`config.mk`:
```
export PLATFORM = sky130hd
export DESIGN_NAME = cascade_irq_ctrl
export DESIGN_NICKNAME = d
export VERILOG_FILES = /design/src/rtl/irq_pkg.sv /design/src/rtl/irq_prio_resolver.sv /design/src/rtl/irq_unit.sv /design/src/rtl/irq_ack_fsm.sv /design/src/rtl/cascade_irq_ctrl.sv
export SDC_FILE = /design/constraint.sdc
export NUM_CORES = 1
export LEC_CHECK = 0
export BUFFER_PORTS_ARGS = -buffer_cell sky130_fd_sc_hd__buf_2
export CAP_MARGIN = 15
export CORE_MARGIN = 4
export CORE_UTILIZATION = 25
export CTS_BUF_LIST = sky130_fd_sc_hd__clkbuf_8
export DETAILED_ROUTE_END_ITERATION = 8
export PLACE_DENSITY = 0.38
export SYNTH_ARGS = -nofsm -noshare
export SYNTH_HDL_FRONTEND = slang
export SYNTH_SLANG_ARGS = --single-unit
```
`constraint.sdc`:
```
create_clock -name clk -period 13.7 [get_ports clk]
set_clock_uncertainty 0.15 [all_clocks]
set_input_delay 2.74 -clock clk [delete_from_list [all_inputs] [get_ports clk]]
set_output_delay 2.74 -clock clk [all_outputs]
set_load 0.02 [all_outputs]
```
`src/rtl/irq_pkg.sv`:
```
package irq_pkg;

    // Acknowledge sequencer states
    typedef enum logic [1:0] {
        ACK_IDLE  = 2'd0,
        ACK_SLAVE = 2'd1,
        ACK_DONE  = 2'd2
    } ack_state_e;

    // Command byte: top three bits select specific end-of-interrupt with rotation
    localparam int          CMD_OPC_LSB = 5;
    localparam logic [2:0]  CMD_OPC_EOI = 3'b111;

endpackage

```
`src/rtl/irq_prio_resolver.sv`:
```
module irq_prio_resolver #(
    parameter int N = 8
) (
    input  logic [N-1:0]         req_i,
    input  logic [N-1:0]         mask_i,
    input  logic [N-1:0]         isr_i,
    input  logic [$clog2(N)-1:0] lowest_i,
    output logic                 int_o,
    output logic [$clog2(N)-1:0] win_idx_o
);
    localparam int IDX_W = $clog2(N);

    logic             win_found;
    logic [IDX_W-1:0] win_rank;
    logic             isr_found;
    logic [IDX_W-1:0] isr_rank;

    // Scan from the position just above the lowest one, wrapping around.
    always_comb begin : scan
        logic [IDX_W-1:0] pos;
        win_found = 1'b0;
        win_rank  = '0;
        win_idx_o = '0;
        isr_found = 1'b0;
        isr_rank  = '0;
        pos       = '0;
        for (int r = 0; r < N; r++) begin
            pos = lowest_i + IDX_W'(r + 1);
            if (!win_found && req_i[pos] && !mask_i[pos]) begin
                win_found = 1'b1;
                win_rank  = IDX_W'(r);
                win_idx_o = pos;
            end
            if (!isr_found && isr_i[pos]) begin
                isr_found = 1'b1;
                isr_rank  = IDX_W'(r);
            end
        end
    end

    assign int_o = win_found && (!isr_found || (win_rank < isr_rank));

endmodule

```
`src/rtl/irq_unit.sv`:
```
module irq_unit
    import irq_pkg::*;
#(
    parameter int N      = 8,
    parameter int DATA_W = 8
) (
    input  logic                 clk,
    input  logic                 rst_n,
    input  logic [N-1:0]         req_i,
    input  logic                 mask_wr_i,
    input  logic                 cmd_wr_i,
    input  logic [DATA_W-1:0]    wdata_i,
    input  logic                 set_isr_i,
    input  logic [$clog2(N)-1:0] set_idx_i,
    output logic [N-1:0]         mask_o,
    output logic [N-1:0]         status_o,
    output logic                 int_o,
    output logic [$clog2(N)-1:0] win_idx_o
);
    localparam int IDX_W = $clog2(N);

    logic [N-1:0]     mask_q;
    logic [N-1:0]     isr_q;
    logic [N-1:0]     isr_d;
    logic [IDX_W-1:0] lowest_q;
    logic             eoi_fire;
    logic [IDX_W-1:0] eoi_idx;

    assign eoi_fire = cmd_wr_i
                   && (wdata_i[DATA_W-1:CMD_OPC_LSB] == CMD_OPC_EOI)
                   && (wdata_i[CMD_OPC_LSB-1:IDX_W] == '0);
    assign eoi_idx  = wdata_i[IDX_W-1:0];

    always_comb begin
        isr_d = isr_q;
        if (set_isr_i) isr_d = isr_d | (N'(1) << set_idx_i);
        if (eoi_fire)  isr_d = isr_d & ~(N'(1) << eoi_idx);
    end

    always_ff @(posedge clk or negedge rst_n) begin
        if (!rst_n) begin
            mask_q   <= '1;
            isr_q    <= '0;
            lowest_q <= IDX_W'(N - 1);
        end else begin
            if (mask_wr_i) mask_q <= wdata_i[N-1:0];
            isr_q <= isr_d;
            if (eoi_fire) lowest_q <= eoi_idx;
        end
    end

    irq_prio_resolver #(.N(N)) u_resolver (
        .req_i     (req_i),
        .mask_i    (mask_q),
        .isr_i     (isr_q),
        .lowest_i  (lowest_q),
        .int_o     (int_o),
        .win_idx_o (win_idx_o)
    );

    assign mask_o   = mask_q;
    assign status_o = req_i;

    // reset leaves every input disabled
    assert_reset_masks_R1: assert property (@(posedge clk)
        !rst_n |=> (mask_q == '1));

    // a presented winner is a pending, unmasked input
    assert_winner_enabled_R2: assert property (@(posedge clk) disable iff (!rst_n)
        int_o |-> (req_i[win_idx_o] && !mask_q[win_idx_o]));

    // in-service bits appear only through an acknowledge
    assert_isr_only_on_ack_R5: assert property (@(posedge clk) disable iff (!rst_n)
        ((isr_q & ~$past(isr_q)) != '0) |-> $past(set_isr_i));

    // end-of-interrupt clears the named level
    assert_eoi_clears_R6: assert property (@(posedge clk) disable iff (!rst_n)
        eoi_fire |=> !isr_q[$past(eoi_idx)]);

endmodule

```
`src/rtl/irq_ack_fsm.sv`:
```
module irq_ack_fsm
    import irq_pkg::*;
#(
    parameter int IDX_W      = 3,
    parameter int VEC_W      = 8,
    parameter int CASCADE_IN = 2
) (
    input  logic             clk,
    input  logic             rst_n,
    input  logic             iack_i,
    input  logic             m_int_i,
    input  logic [IDX_W-1:0] m_win_i,
    input  logic             s_int_i,
    input  logic [IDX_W-1:0] s_win_i,
    output logic             m_set_o,
    output logic [IDX_W-1:0] m_set_idx_o,
    output logic             s_set_o,
    output logic [IDX_W-1:0] s_set_idx_o,
    output logic             vec_valid_o,
    output logic [VEC_W-1:0] vector_o,
    output logic             idle_o
);
    localparam logic [IDX_W-1:0] CASC_IDX   = IDX_W'(CASCADE_IN);
    localparam logic [VEC_W-1:0] SPUR_FIRST = VEC_W'({1'b0, {IDX_W{1'b1}}});
    localparam logic [VEC_W-1:0] SPUR_SECND = VEC_W'({1'b1, {IDX_W{1'b1}}});

    ack_state_e       state_q, state_d;
    logic [VEC_W-1:0] vec_q;
    logic             take_cascade;

    assign take_cascade = m_int_i && (m_win_i == CASC_IDX);

    // Next-state logic
    always_comb begin
        state_d = state_q;
        unique case (state_q)
            ACK_IDLE:  if (iack_i) state_d = take_cascade ? ACK_SLAVE : ACK_DONE;
            ACK_SLAVE: state_d = ACK_DONE;
            ACK_DONE:  state_d = ACK_IDLE;
            default:   state_d = ACK_IDLE;
        endcase
    end

    // State register
    always_ff @(posedge clk or negedge rst_n) begin
        if (!rst_n) state_q <= ACK_IDLE;
        else        state_q <= state_d;
    end

    // Outputs
    always_comb begin
        m_set_o     = 1'b0;
        s_set_o     = 1'b0;
        vec_valid_o = 1'b0;
        idle_o      = 1'b0;
        m_set_idx_o = m_win_i;
        s_set_idx_o = s_win_i;
        unique case (state_q)
            ACK_IDLE: begin
                idle_o  = 1'b1;
                m_set_o = iack_i && m_int_i;
            end
            ACK_SLAVE: s_set_o     = s_int_i;
            ACK_DONE:  vec_valid_o = 1'b1;
            default:   idle_o      = 1'b0;
        endcase
    end

    // Vector capture
    always_ff @(posedge clk or negedge rst_n) begin
        if (!rst_n) begin
            vec_q <= '0;
        end else if (state_q == ACK_IDLE && iack_i) begin
            vec_q <= m_int_i ? VEC_W'(m_win_i) : SPUR_FIRST;
        end else if (state_q == ACK_SLAVE) begin
            vec_q <= s_int_i ? VEC_W'({1'b1, s_win_i}) : SPUR_SECND;
        end
    end

    assign vector_o = vec_q;

    // one vector strobe per acknowledge
    assert_vec_pulse_R9: assert property (@(posedge clk) disable iff (!rst_n)
        vec_valid_o |=> !vec_valid_o);

    // second stage is consulted only after the cascade input was taken
    assert_cascade_entry_R7: assert property (@(posedge clk) disable iff (!rst_n)
        (state_q == ACK_SLAVE) |-> ($past(m_set_o) && ($past(m_set_idx_o) == CASC_IDX)));

endmodule

```
`src/rtl/cascade_irq_ctrl.sv`:
```
module cascade_irq_ctrl #(
    parameter int UNIT_N     = 8,
    parameter int DATA_W     = 8,
    parameter int CASCADE_IN = 2
) (
    input  logic                  clk,
    input  logic                  rst_n,
    input  logic [2*UNIT_N-1:0]   req_i,
    input  logic                  cs_slave_i,
    input  logic                  addr_i,
    input  logic                  wr_i,
    input  logic                  rd_i,
    input  logic [DATA_W-1:0]     wdata_i,
    output logic [DATA_W-1:0]     rdata_o,
    input  logic                  iack_i,
    output logic [DATA_W-1:0]     vector_o,
    output logic                  vec_valid_o,
    output logic                  irq_o
);
    localparam int IDX_W = $clog2(UNIT_N);

    logic [UNIT_N-1:0] m_req, s_req;
    logic [UNIT_N-1:0] m_mask, s_mask, m_status, s_status;
    logic              m_int, s_int;
    logic [IDX_W-1:0]  m_win, s_win;
    logic              m_set, s_set;
    logic [IDX_W-1:0]  m_set_idx, s_set_idx;
    logic              ack_idle;
    logic              unused_cascade_line;
    logic [DATA_W-1:0] rdata_q;

    // Request routing: the cascade input of the first stage carries the second stage
    for (genvar g = 0; g < UNIT_N; g++) begin : g_route
        if (g == CASCADE_IN) begin : g_casc
            assign m_req[g] = s_int;
        end else begin : g_line
            assign m_req[g] = req_i[g];
        end
    end
    assign s_req               = req_i[2*UNIT_N-1:UNIT_N];
    assign unused_cascade_line = req_i[CASCADE_IN];

    irq_unit #(.N(UNIT_N), .DATA_W(DATA_W)) u_first (
        .clk       (clk),
        .rst_n     (rst_n),
        .req_i     (m_req),
        .mask_wr_i (wr_i && !cs_slave_i && addr_i),
        .cmd_wr_i  (wr_i && !cs_slave_i && !addr_i),
        .wdata_i   (wdata_i),
        .set_isr_i (m_set),
        .set_idx_i (m_set_idx),
        .mask_o    (m_mask),
        .status_o  (m_status),
        .int_o     (m_int),
        .win_idx_o (m_win)
    );

    irq_unit #(.N(UNIT_N), .DATA_W(DATA_W)) u_second (
        .clk       (clk),
        .rst_n     (rst_n),
        .req_i     (s_req),
        .mask_wr_i (wr_i && cs_slave_i && addr_i),
        .cmd_wr_i  (wr_i && cs_slave_i && !addr_i),
        .wdata_i   (wdata_i),
        .set_isr_i (s_set),
        .set_idx_i (s_set_idx),
        .mask_o    (s_mask),
        .status_o  (s_status),
        .int_o     (s_int),
        .win_idx_o (s_win)
    );

    irq_ack_fsm #(.IDX_W(IDX_W), .VEC_W(DATA_W), .CASCADE_IN(CASCADE_IN)) u_ack (
        .clk         (clk),
        .rst_n       (rst_n),
        .iack_i      (iack_i),
        .m_int_i     (m_int),
        .m_win_i     (m_win),
        .s_int_i     (s_int),
        .s_win_i     (s_win),
        .m_set_o     (m_set),
        .m_set_idx_o (m_set_idx),
        .s_set_o     (s_set),
        .s_set_idx_o (s_set_idx),
        .vec_valid_o (vec_valid_o),
        .vector_o    (vector_o),
        .idle_o      (ack_idle)
    );

    // Register read path
    always_ff @(posedge clk or negedge rst_n) begin
        if (!rst_n) begin
            rdata_q <= '0;
        end else if (rd_i) begin
            unique case ({cs_slave_i, addr_i})
                2'b00:   rdata_q <= DATA_W'(m_status);
                2'b01:   rdata_q <= DATA_W'(m_mask);
                2'b10:   rdata_q <= DATA_W'(s_status);
                default: rdata_q <= DATA_W'(s_mask);
            endcase
        end
    end

    assign rdata_o = rdata_q;
    assign irq_o   = m_int && ack_idle;

endmodule

```
Yosys cells after proc, flatten, opt, wreduce, memory -nomap -nowiden
Index checks and enable logic that the tools add are counted.
{"block": "totals", "ff_bits": 56, "inputBits": 31, "output_inout_bits": 18, "elab_cells": 358}
{"block": "classes", "addsub": 14, "order_cmp": 18, "eq_ne": 7, "n_shift": 3, "muxes": 188, "bitwise": 5, "n_reduce_logical": 114}
{"op": "$bmux 1 s3", "n": 48}
{"op": "$mux 3", "n": 42}
{"op": "$mux 1", "n": 88}
{"op": "$lt 3x4->1 const B", "n": 16}
{"op": "$logic_and 1x1->1", "n": 60}
{"op": "$logic_not 1->1", "n": 48}
{"op": "$mux 8", "n": 6}
{"op": "$add 3x3->3 const B", "n": 8}
{"op": "$pmux 8 s3", "n": 1}
{"op": "$shl 1x3->8 const A", "n": 3}
{"op": "$and 8x8->8", "n": 2}
{"op": "$or 8x8->8", "n": 2}
{"op": "$add 3x2->3 const B", "n": 4}
{"op": "$not 8->8", "n": 1}
{"op": "$add 3x1->3 const B", "n": 2}
{"op": "$logic_not 2->1", "n": 3}
{"op": "$lt 3x3->1", "n": 2}
{"op": "$eq 2x1->1 const B", "n": 2}
{"op": "$eq 2x2->1 const B", "n": 2}
{"op": "$mux 2", "n": 2}
{"op": "$pmux 2 s2", "n": 1}
{"op": "$eq 3x2->1 const B", "n": 1}
{"op": "$eq 3x3->1 const B", "n": 1}
{"op": "$logic_or 1x1->1", "n": 2}
{"op": "2 further kinds", "n": 2}

Longest topological paths before layout
{"block": "depth", "ltp_word": 77, "depth_mapped": 28, "depth_no_buf": 25}

Cells and area by module
A second synthesis with hierarchy kept.
{"block": "unflattened", "hier_cells": 568, "hier_area_um2": 5808.1}
{"mod": "irq_prio_resolver", "n_inst": 2, "cells_each": 171, "area_per_inst_um2": 1592.8, "seq_area_each_um2": 0.0}
{"mod": "irq_unit", "n_inst": 2, "cells_each": 66, "area_per_inst_um2": 842.1, "seq_area_each_um2": 489.2}
{"mod": "cascade_irq_ctrl", "n_inst": 1, "cells_each": 51, "area_per_inst_um2": 556.8, "seq_area_each_um2": 200.2}
{"mod": "irq_ack_fsm", "n_inst": 1, "cells_each": 43, "area_per_inst_um2": 381.6, "seq_area_each_um2": 150.1}

Worst setup path before layout
No wires, ideal clock.
{"block": "synth_timing", "kind": "input -> output", "from": "input req_i[10]", "to": "output irq_o", "arrival_ps": 7941, "required_time_ps": 10810, "setup_slack_ps": 2869, "stages": 22, "n_path_buf": 1, "cell_sequence": "nor2b_1 > mux4_2 > mux2i_1 > or4b_2 > nor3_1 > nor3b_1 > inv_1 > nand3_1 > ha_1 > nand2_1 > a211o_1 > o2111ai_1 > nand3_1 > or4_1 > buf_2 > a21oi_1 > a22o_1 > ha_1 > nand3_1 > a211oi_1 > o32a_1 > nor3_1"}
{"block": "synth_between", "elab_chain_cells": 71, "word_cells_on_any_way": 113, "cone_classes": "order compare (2); mux (62); reduce/logical (49)"}
{"item": "start: declaration", "line": "cascade_irq_ctrl.sv:8", "source": "input logic [2*UNIT_N-1:0] req_i,"}
{"item": "$bmux 1 s3", "line": "irq_prio_resolver.sv:29", "source": "if (!win_found && req_i[pos] && !mask_i[pos]) begin"}
{"item": "$mux 1 (not written as such)", "line": "irq_prio_resolver.sv:29"}
{"item": "$logic_and 1x1->1", "line": "irq_prio_resolver.sv:29"}
{"item": "$mux 1", "line": "irq_prio_resolver.sv:29"}
{"item": "$logic_not 1->1", "line": "irq_prio_resolver.sv:29"}
{"item": "$logic_and 1x1->1 (2 in series)", "line": "irq_prio_resolver.sv:29"}
{"item": "$mux 1", "line": "irq_prio_resolver.sv:29"}
{"item": "$logic_not 1->1", "line": "irq_prio_resolver.sv:29"}
{"item": "[53 not listed]"}
{"item": "$mux 1", "line": "irq_prio_resolver.sv:29"}
{"item": "$logic_not 1->1", "line": "irq_prio_resolver.sv:29"}
{"item": "$logic_and 1x1->1 (2 in series)", "line": "irq_prio_resolver.sv:29"}
{"item": "$mux 3", "line": "irq_prio_resolver.sv:29"}
{"item": "$lt 3x3->1", "line": "irq_prio_resolver.sv:41", "source": "assign int_o = win_found && (!isr_found || (win_rank < isr_rank));"}
{"item": "$logic_or 1x1->1", "line": "irq_prio_resolver.sv:41"}
{"item": "$logic_and 1x1->1 (*)", "line": "irq_prio_resolver.sv:41"}
{"item": "$logic_and 1x1->1 (*)", "line": "cascade_irq_ctrl.sv:105", "source": "assign irq_o = m_int && ack_idle;"}
{"item": "end: declaration", "line": "cascade_irq_ctrl.sv:18", "source": "output logic irq_o"}
Mark *: on every way between the ends. The rest lies on a longest branch, timed or not. The select of a mux whose other input is x is not followed.

Final worst setup path
Ends and elaborated chain as after synthesis.

==> impl_metrics.csv <==
group,metric,value,unit
setup_path,worstSetupEndpointType,"output pin",
floorplan,die_x,153,µm
placement,hpwl_detailed,12900,µm
logic_synthesis,synth.cell_area,5290,µm²
sta,post_route_clock_period_utilization,86.2,%
final_layout,fin_nets,612,
sta,timing_worst_slew_pin_value,0.894,ns
setup_path,critical_path.reg2reg.startpoint,"u_second.lowest_q[0]",
setup_path,critical_path.startpoint,"req_i[10]",
detailed_routing,detail_route.iter0.violations,301,
setup_path,cp_data_arrival_time,8.92,ns
setup_path,nature_of_the_critical_path_startpoint,"input port",
floorplan,initial_core_util,25.8,%
logic_synthesis,yosys.cell_types.count,84,
sta,holdWs,0.334,ns
logic_synthesis,ys_warn_count,0,
logic_synthesis,synth_common_cells,"43 x sky130_fd_sc_hd__nand2_1, 40 x sky130_fd_sc_hd__nor2_1, 38 x sky130_fd_sc_hd__mux4_2",
setup_path,critical_path.max_fanout,8,
outcome,run_status,"finished, final reports clean",
floorplan,core_region_area,20500,µm²
global_routing,antenna_found_initial,0,
logic_synthesis,synthFlopType,"sky130_fd_sc_hd__dfrtp_1",
clock_tree,ctsResizeCount,0,
global_routing,grt_pass1_vias,4532,
setup_path,cp-endpoint,"irq_o",
logic_synthesis,synth_edf_count,0,
sta,setup_viol,0,
detailed_routing,post_drt_wl_per_cell,19.6,µm
logic_synthesis,synth_async_sr_flop_share,100,%
global_routing,global_route_wire_length_before_repair,26500,µm
final_layout,final_layout_size_suffix_gt1_share,27.9,%
flow_run,maxCapViolCount,0,
clock_tree,cts.hold.buffers_added,0,
sta,fin_setup_tns,0,ns
clock_tree,clk_root_buffer_cell,"sky130_fd_sc_hd__clkbuf_8",
setup_path,critical_path_required,10.81,ns
sta,grt_setup_unrepaired,"no",
final_layout,regArea,1330,µm²
logic_synthesis,seq_area_frac_synth,25.1,%
clock_tree,cts-buffers-inserted,5,
clock_tree,h-tree-depth,2,
global_routing,grt_max_degree,53,
logic_synthesis,top_cell_type_s_share_of_synthesized_area,16.2,%
sta,period_minus_slack,11.81,ns
power,vdd.ir_drop.worst,72.4,µV
sta,hold_violations_final,0,
logic_synthesis,synth.ff_latch_count,52,
clock_tree,cts.path.max_buffers,2,
clock_tree,clk_latency,0.32,ns
floorplan,dieArea,23500,µm²
clock_tree,clock-sinks,52,
floorplan,ios,49,
detailed_routing,vias,4545,
min_path,hold_class,"flop to flop",
clock_tree,clkTransAtPathRegs,0.11,ns
final_layout,syn_to_final_growth,10.1,%
detailed_routing,first_pass_iters,4,
detailed_routing,drt_wl_total,16500,µm
floorplan,row_count,52,
setup_path,worst-r2r-setup-slack,4.89,ns
final_layout,n_antenna_cell,0,
setup_path,r2r-end,"u_first.isr_q[2]",
logic_synthesis,avgSynthCellArea,9.61,µm²
logic_synthesis,synthMostInstantiatedCell,"sky130_fd_sc_hd__nand2_1",
power,static-leakage-power,2.26,nW
global_routing,global_route.usage.total,13.7,%
final_layout,multi_input_combinational_cell_area,3720,µm²
placement,buffer_ports.inserted,43,
detailed_routing,route.detailed.drc,0,
clock_tree,tritoncts,"yes",
clock_tree,postCtsSetupRepairBufs,0,
sta,fmaxAchievable,84.6,MHz
power,power.density_cell_area,187,nW/µm²
detailed_routing,final_antenna_net_count,0,
setup_path,path_class,"input port to output pin",
placement,final_wtd_congestion,0.811,
logic_synthesis,synthCells,550,
sta,report.final.slew_viol_count,0,
floorplan,dieHeight,153,µm
sta,maxSlewHeadroom,39.8,%
logic_synthesis,post_synth_main_area_contributors,"sky130_fd_sc_hd__mux4_2 16%, sky130_fd_sc_hd__dfrtp_1 14%, sky130_fd_sc_hd__dfstp_2 11%",
logic_synthesis,largest_area_contributor_in_the_netlist,"sky130_fd_sc_hd__mux4_2",
setup_path,r2r.worst_path.cells,22,
detailed_routing,post_drt_via_cell_ratio,5.39,
final_layout,n_fill_cell,2186,
global_routing,overflow,0,
## worst min-delay path by stage
stage | start | end | slack (ns) | cells past startpoint
3_5_place_dp | u_ack.vector_o[0] | u_ack.vector_o[0] | 0.31 | 2
6_report | u_ack.vector_o[0] | u_ack.vector_o[0] | 0.33 | 2
4_1_cts | u_ack.vector_o[0] | u_ack.vector_o[0] | 0.34 | 2
5_1_grt | u_second.mask_o[2] | u_second.mask_o[2] | 0.38 | 2
2_1_floorplan | u_second.mask_o[2] | u_second.mask_o[2] | 0.32 | 2
3_3_place_gp | u_ack.vector_o[0] | u_ack.vector_o[0] | 0.32 | 2
## routing by layer
metal,GRT usage (%),wire length [µm],part of all wire [%]
met4,1.81,198,1.2
met3,2.26,728,4.4
met5,0,0,0
met2,22.5,7690,47
met1,19.6,7910,48
## cells in the final DEF, fill, tap and decap left out, drive strengths merged, types with 5 or more instances in the layout
cell / netlist / layout
mux4: 38 / 38
mux2i: 27 / 27
dfrtp: 30 / 30
nand2: 43 / 43
nor3b: 8 / 8
dfstp: 22 / 22
ha: 8 / 8
nor2: 40 / 40
mux2: 29 / 29
nor2b: 17 / 17
nand3: 13 / 13
and3: 5 / 5
a21oi: 37 / 37
a211oi: 9 / 9
and2: 8 / 8
nand3b: 5 / 5
a31oi: 14 / 14
o21ai: 27 / 27
clkbuf: 16 / 5
inv: 22 / 23
nand2b: 12 / 12
buf: 15 / 44
nor3: 10 / 10
## registers in the layout (all words and copies together) (netlist names)
| register | flops |
|---|---|
| rdata_o | 8 |
| u_ack.state_q | 2 |
| u_ack.vector_o | 4 |
| u_first.isr_q | 8 |
| u_first.lowest_q | 3 |
| u_first.mask_o | 8 |
| u_second.isr_q | 8 |
| u_second.lowest_q | 3 |
| u_second.mask_o | 8 |
## metrics by stage
step	cells	util (%)	worst slack (ns)	power [W]	area (µm²)
floorplan	553	-	2.87	0.000780	5300
global placement	836	27.8	1.93	0.000971	5710
detailed placement	836	27.8	1.94	0.000979	5710
CTS	844	28.4	1.91	0.00110	5820
global route	844	28.4	1.40	0.00118	5820
finish	844	28.4	1.89	0.00109	5820
## critical path, stage by stage
cell and delay [ns]:
sky130_fd_sc_hd__buf_2 0.12, sky130_fd_sc_hd__nor2b_1 0.17, sky130_fd_sc_hd__mux4_2 0.48, sky130_fd_sc_hd__mux2i_1 0.47
sky130_fd_sc_hd__or4b_2 0.71, sky130_fd_sc_hd__nor3_1 0.33, sky130_fd_sc_hd__nor3b_1 0.36, sky130_fd_sc_hd__inv_1 0.11
sky130_fd_sc_hd__nand3_1 0.11, sky130_fd_sc_hd__ha_1 0.14, sky130_fd_sc_hd__nand2_1 0.16, sky130_fd_sc_hd__a211o_1 0.37
sky130_fd_sc_hd__o2111ai_1 0.17, sky130_fd_sc_hd__nand3_1 0.22, sky130_fd_sc_hd__or4_1 0.74, sky130_fd_sc_hd__a21oi_1 0.18
sky130_fd_sc_hd__a22o_1 0.15, sky130_fd_sc_hd__ha_1 0.23, sky130_fd_sc_hd__nand3_1 0.08, sky130_fd_sc_hd__a211oi_1 0.07
sky130_fd_sc_hd__o32a_1 0.47, sky130_fd_sc_hd__nor3_1 0.16, sky130_fd_sc_hd__buf_2 0.19
## area by class of cell
| cell class | instances | share of cell area [%] |
|---|---|---|
| tap | 270 | 5.80 |
| sequential | 52 | 22.8 |
| inverter | 25 | 1.63 |
| clock inverter | 3 | 0.795 |
| multi-input combinational | 445 | 63.9 |
| timing repair buffer | 44 | 3.83 |
| clock buffer | 5 | 1.18 |
## report_power, final
group / leakage [nW] / total (W) / switching [W] / internal [W]
Combinational: 1.61 / 0.000714 / 0.000423 / 0.000291
Sequential: 0.598 / 0.000260 / 0.0000572 / 0.000203
Clock: 0.0548 / 0.000114 / 0.0000591 / 0.0000552
Total: 2.26 / 0.00109 / 0.000540 / 0.000549
## cell families after synthesis
group | Yosys count | share of synthesized area (%)
AOI/OAI and AO/OA | 151 | 20.8
xor gates and xnor gates | 8 | 1.47
adders and majority gates | 8 | 1.89
buffers and inverters | 56 | 4.69
DFF | 52 | 25.1
muxes | 94 | 27.6
other | 1 | 0.0709
and+or+nand+nor | 180 | 18.4
Note: power is estimated with default switching activity, not from simulation.
